### src/rtl/a12_irq_counter.sv
module a12_irq_counter #(
  parameter int CNT_W   = 8,
  parameter int LOW_MIN = 10
) (
  input  logic             clk,
  input  logic             rst_n,
  input  logic [1:0]       mode,
  input  logic             wr_en,
  input  logic [15:0]      wr_addr,
  input  logic [CNT_W-1:0] wr_data,
  input  logic             a12,
  output logic             irq
);
  localparam int LOW_W = $clog2(LOW_MIN + 1);
  localparam logic [LOW_W-1:0] LOW_LIM = LOW_W'(LOW_MIN);

  logic [LOW_W-1:0] low_cnt;
  logic [CNT_W-1:0] cnt, latch;
  logic             pend, en;

  wire        active = (mode == 2'b01);
  wire [15:0] dec    = wr_addr & 16'hE001;
  wire        wr_ok  = wr_en & active;
  wire        w_lat  = wr_ok & (dec == 16'hC000);
  wire        w_rld  = wr_ok & (dec == 16'hC001);
  wire        w_dis  = wr_ok & (dec == 16'hE000);
  wire        w_ena  = wr_ok & (dec == 16'hE001);

  wire             tick   = active & a12 & (low_cnt == LOW_LIM);
  wire [CNT_W-1:0] cnt_nx = ((cnt == '0) || pend) ? latch : cnt - 1'b1;

  always_ff @(posedge clk) begin
    if (!rst_n) begin
      low_cnt <= '0;
      cnt     <= '0;
      latch   <= '0;
      pend    <= 1'b0;
      en      <= 1'b0;
      irq     <= 1'b0;
    end else begin
      if (a12)                     low_cnt <= '0;
      else if (low_cnt != LOW_LIM) low_cnt <= low_cnt + 1'b1;

      if (tick)  cnt   <= cnt_nx;
      if (w_lat) latch <= wr_data;

      if (w_rld)     pend <= 1'b1;
      else if (tick) pend <= 1'b0;

      if (w_dis)      en <= 1'b0;
      else if (w_ena) en <= 1'b1;

      if (w_dis)                              irq <= 1'b0;
      else if (tick && cnt_nx == '0 && en)    irq <= 1'b1;
    end
  end
endmodule

### config.mk
export PLATFORM = sky130hd
export DESIGN_NAME = a12_irq_counter
export DESIGN_NICKNAME = d
export VERILOG_FILES = /design/src/rtl/a12_irq_counter.sv
export SDC_FILE = /design/constraint.sdc
export NUM_CORES = 1
export LEC_CHECK = 0
export ABC_AREA = 1
export BUFFER_PORTS_ARGS = -buffer_cell sky130_fd_sc_hd__buf_4
export CORE_MARGIN = 8
export CORE_UTILIZATION = 30
export DETAILED_ROUTE_END_ITERATION = 10
export GPL_ROUTABILITY_DRIVEN = 1
export HOLD_SLACK_MARGIN = 0.05
export SLEW_MARGIN = 20
export SYNTH_ARGS = -nofsm -noshare
export SYNTH_HDL_FRONTEND = slang
export SYNTH_SLANG_ARGS = --single-unit
### constraint.sdc
create_clock -name clk -period 1.9 [get_ports clk]
set_clock_uncertainty 0.15 [all_clocks]
set_input_delay 0.095 -clock clk [delete_from_list [all_inputs] [get_ports clk]]
set_output_delay 0.095 -clock clk [all_outputs]
set_load 0.02 [all_outputs]
### Yosys cells after proc, flatten, opt, wreduce, memory -nomap -nowiden

Index checks and enable logic that the tools add are counted.

* word-level logic and storage cells: 34
* input port bits: 30
* register bits: 23
* output and inout port bits: 1

* reductions and logical operators: 8
* add/subtract/negate cells: 2
* eq/ne operators: 7
* bitwise operators: 8
* mux-type cells: 3

Operators with widths (count)
* == test 4 bit, second input constant: 5
* zero test 8 bit: 2
* two-way mux 8 bit: 1
* subtractor 8 x 1 -> 8 bit, second input constant: 1
* AND 1 bit: 7
* adder 4 x 1 -> 4 bit, second input constant: 1
* inequality test 4 bit, second input constant: 1
* OR reduction 2 bit: 2
* == test 2 x 1 -> 1 bit, second input constant: 1
* logical AND 1 bit: 2
* two-way mux 1 bit: 2
* nonzero test 2 bit: 1
* logical OR 1 bit: 1
* inverter 1 bit: 1

### Logic depth before layout (Yosys ltp)

* word-level depth: 6
* mapped depth: 11
* mapped depth without buffers: 11

### Worst setup path before layout

OpenSTA, ideal clock, no wires.

* path kind: register to register
* start: reg low_cnt[0]
* end: reg irq
* cell stages (with the launch flop): 11
* clock period less this slack: 1596 ps
* required time: 1684 ps
* library setup time: 66 ps
* data arrival time: 1379 ps
* path slack: 304 ps
* cell sequence: dfxtp_1 inv_1 ha_1 nand2_1 nor2_1 nand3_1 nor2_1 nand3_1 nor2_1 nand3_1 a21oi_2

* cells in the longest elaborated chain, start to end: 4

Ends and longest elaborated chain
* start, declared: line 17 `logic [LOW_W-1:0] low_cnt;`
* start signal, assigned: line 42 `else if (low_cnt != LOW_LIM) low_cnt <= low_cnt + 1'b1;`
* == test 4 bit: line 29 `wire tick = active & a12 & (low_cnt == LOW_LIM);`
* AND 1 bit: line 29
* logical AND 1 bit (2 in series): line 54 `else if (tick && cnt_nx == '0 && en) irq <= 1'b1;`
* end signal, assigned: line 39 `irq <= 1'b0;`
* end signal, assigned: line 53 `if (w_dis) irq <= 1'b0;`
* end signal, assigned: line 54
* end, declared: line 12 `output logic irq`

Every way passes these cells.
A chain may end at the register's enable or synchronous reset.

### Worst setup path in the final report

* start: reg cnt[0]
* end: reg irq

* cells in the longest elaborated chain, start to end: 6
* elaborated cells on any way between the ends: 7
* classes of those cells: 1 x add/sub; 1 x mux; 5 x reduce/logical

Ends and longest elaborated chain
* start, declared: line 18 `logic [CNT_W-1:0] cnt, latch;`
* start signal, assigned: line 44 `if (tick) cnt <= cnt_nx;`
* branches (longest 2 deep; another with subtractor 8 x 1 -> 8 bit)
* two-way mux 8 bit (*): line 30 `wire [CNT_W-1:0] cnt_nx = ((cnt == '0) || pend) ? latch : cnt - 1'b1;`
* zero test 8 bit (*): line 54
* logical AND 1 bit (*) (2 in series): line 54

Mark *: on every way between the ends.

==> out/qor.yml <==
floorplan:
  die_x_um: 79.90
  fp-row-count: 23
  core-area_um2: 3971
  fp.dieH_um: 79.90
  io_pins: 31
  die_area_um2: 6384
  start_util_pct: 30.84
grt:
  first_global_vias: 1201
  antenna_found_initial: 0
  grt-ovfl-total: 0
  grt_usage_pct: 9.259
  grt_max_degree: 18
  grt_pass1_wl_um: 4795
place:
  gp_congestion: 0.8481
  postPlaceCellArea_um2: 1425
  hpwlAfterDp_um: 2012
  port_buffers: 18
cts:
  cts.htree.levels: 1
  clk_pin_slew_ps: 90
  clk_path_buf_depth: 2
  numCtsBuffers: 3
  cts_tree: "built"
  clk_latency_ps: 270
  clock_sinks: 23
  cts_root_buf: "clkbuf_8"
yosys:
  synth_top_area_share_pct: 37.59
  synth_area_um2: 1225
  yosys_warnings: 0
  avgSynthCellArea_um2: 6.516
  synth_nets: 222
  synth_largest_area_cell: "dfxtp_1"
  ys_ff_latch: 23
  synth.top_cells.by_area: "dfxtp_1, nand2_1, inv_1"
  yosysSeqAreaShare_pct: 37.59
  synth_cell_types: 18
  synthesis.instances: 188
job:
  cap_violations: 0
final_layout:
  multi_input_area_um2: 635.6
  antennaDiodeCount: 0
  finalNetCount: 266
  final_cell_area_um2: 1697
  syn_to_final_growth_pct: 38.51
  filler_cell_count: 427
  seq_area_um2: 460.4
  layout-drive-gt1-share_pct: 15.58
  final_core_util_pct: 42.72
critical_path:
  timing.rr.end: "irq"
  start_kind: "flip-flop"
  cp-end-kind: "flip-flop"
  timing.rr.start: "cnt[0]"
  crit_fanout: 5
  worstSetupPathType: "flip-flop to flip-flop"
  reg2reg_setup_slack_ps: 170
  cp.required_ps: 1970
  reg2regPathDepth: 9
  worstPathArrival_ps: 1800
min_path:
  hp-start: "wr_addr[13]"
  min_to: "latch[0]"
  hp-class: "input pin to flip-flop"
  holdPathStages: 4
power_and_ir_drop:
  power_w: 0.0008815
  leakage_nw: 0.8295
  internal-power_w: 0.0006808
  sw_frac_of_total_pct: 22.77
  p_sw_w: 0.0002008
  ir_drop_uv: 276.0
  combPwrFrac_pct: 8.6
  pwr-share-clk_pct: 36.1
  powerDensity_nw_per_um2: 519.6
  seqPwrFrac_pct: 55.3
sta:
  max_slew_margin_pct: 80.17
  tightest_slew_ps: 294.3
  rsz0062_at_grt: "no"
  finalHoldViolCount: 0
  maxSlewViolCount: 0
  fmax_mhz: 577.8
  fin_crit_ps: 1731
  finalSetupTns_ps: 0
  whs_ps: 87.96
  setup_viol: 0
  period_share_pct: 91.08
status:
  outcome: "finished clean"
detailed_routing:
  firstDrtPassIters: 4
  drtIter0Drc: 25
  vias_per_cell: 4.391
  wl_met1_um: 1324
  drcViolationCount: 0
  top_layer: "met4"
  wl_per_cell_um: 9.801
  wl_um: 2754
  dr_wl_met2_um: 1288
  vias: 1234
  wl_met3_um: 77
  ant_nets: 0
-- registers in the layout (all words and copies together), names as in the netlist --
name / cells
pend: 1
irq: 1
low_cnt: 4
latch: 8
cnt: 8
en: 1
-- metrics by stage --
| stage | worst slack [ps] | instances |
|---|---|---|
| 2_1_floorplan | 304.3 | 188 |
| 3_3_place_gp | 121.2 | 255 |
| 3_5_place_dp | 135.2 | 255 |
| 4_1_cts | 105.6 | 280 |
| 5_1_grt | 2.929 | 281 |
| 6_report | 169.4 | 281 |
-- worst max-delay path by stage --
stage	startpoint	to	slack (ps)	cells after the start
floorplan	low_cnt[0]	irq	300	10
global placement	cnt[0]	irq	120	11
detailed placement	cnt[0]	irq	140	11
CTS	cnt[0]	irq	110	11
global route	mode[1]	latch[1]	3	10
finish	cnt[0]	irq	170	9
-- critical path: stages (launching register included) --
cell     delay, ps
dfxtp_1        360
inv_1           90
ha_1           280
xnor2_1        170
nand3_1        110
nand2_2         90
nand3_1         60
nor2_1         110
nand3_1        130
a21oi_2        130
-- cells in the mapped netlist --
cell,instances
xor2_1,1
ha_1,4
nand2_1,43
clkbuf_1,2
nor4_1,1
a21oi_2,1
nand2_2,1
buf_2,1
o21ai_4,1
xnor2_1,2
nand3_1,17
inv_1,32
inv_2,1
nor2_2,3
dfxtp_1,23
a21oi_1,13
o21ai_0,21
nor2_1,21
-- kinds of logic (layout without fill, tap and decap cells) --
logic type               count (synthesis)  after routing  share of synthesized area (%)
AND/OR/NAND/NOR                         86             86                          29.11
adder cells (fa/ha/maj)                  4              4                          4.086
XOR/XNOR                                 3              3                          2.145
buffers and inverters                   36             79                          11.13
flip-flops                              23             23                          37.59
AO/OA/AOI/OAI                           36             36                          15.93
-- layout by cell type, fill, tap and decap left out, types with 13 or more instances in the layout --
cell	Yosys	layout
nand2_1	43	40
inv_1	32	31
dfxtp_1	23	23
nor2_1	21	21
o21ai_0	21	21
dlygate4sd3_1	0	21
buf_4	0	21
nand3_1	17	17
a21oi_1	13	13
-- repair_timing --
action	in CTS	in global routing
hold buffers	21	0
setup buffers	0	1
endpoints found under the hold margin	18	0
gates resized for setup	0	4
endpoints found under the setup margin	0	4
-- metal layers --
layer / up-vias / track usage (%)
met5: - / 0
met4: 0 / 5.455
met3: 5 / 1.802
met2: 24 / 15.76
met1: 527 / 10.42
li1: 678 / -
-- power groups by stage --
stage / combinational, W / sequential (W) / clock [W]
CTS: 0.0000755 / 0.000488 / 0.000324
finish: 0.0000760 / 0.000488 / 0.000318
floorplan: 0.0000185 / 0.000499 / 0
detailed placement: 0.0000517 / 0.000499 / 0
global route: 0.0000837 / 0.000488 / 0.000345
global placement: 0.0000509 / 0.000499 / 0
-- layout make-up --
type                       instances  share of cell area (%)
clock buffer                       3                   2.434
clock inverter                     1                  0.2950
inverter                          33                   7.301
multi-input combinational        129                   37.46
sequential                        23                   27.14
tap                               50                   3.687
timing repair buffer              42                   21.68
(Power assumes the default switching activity.)
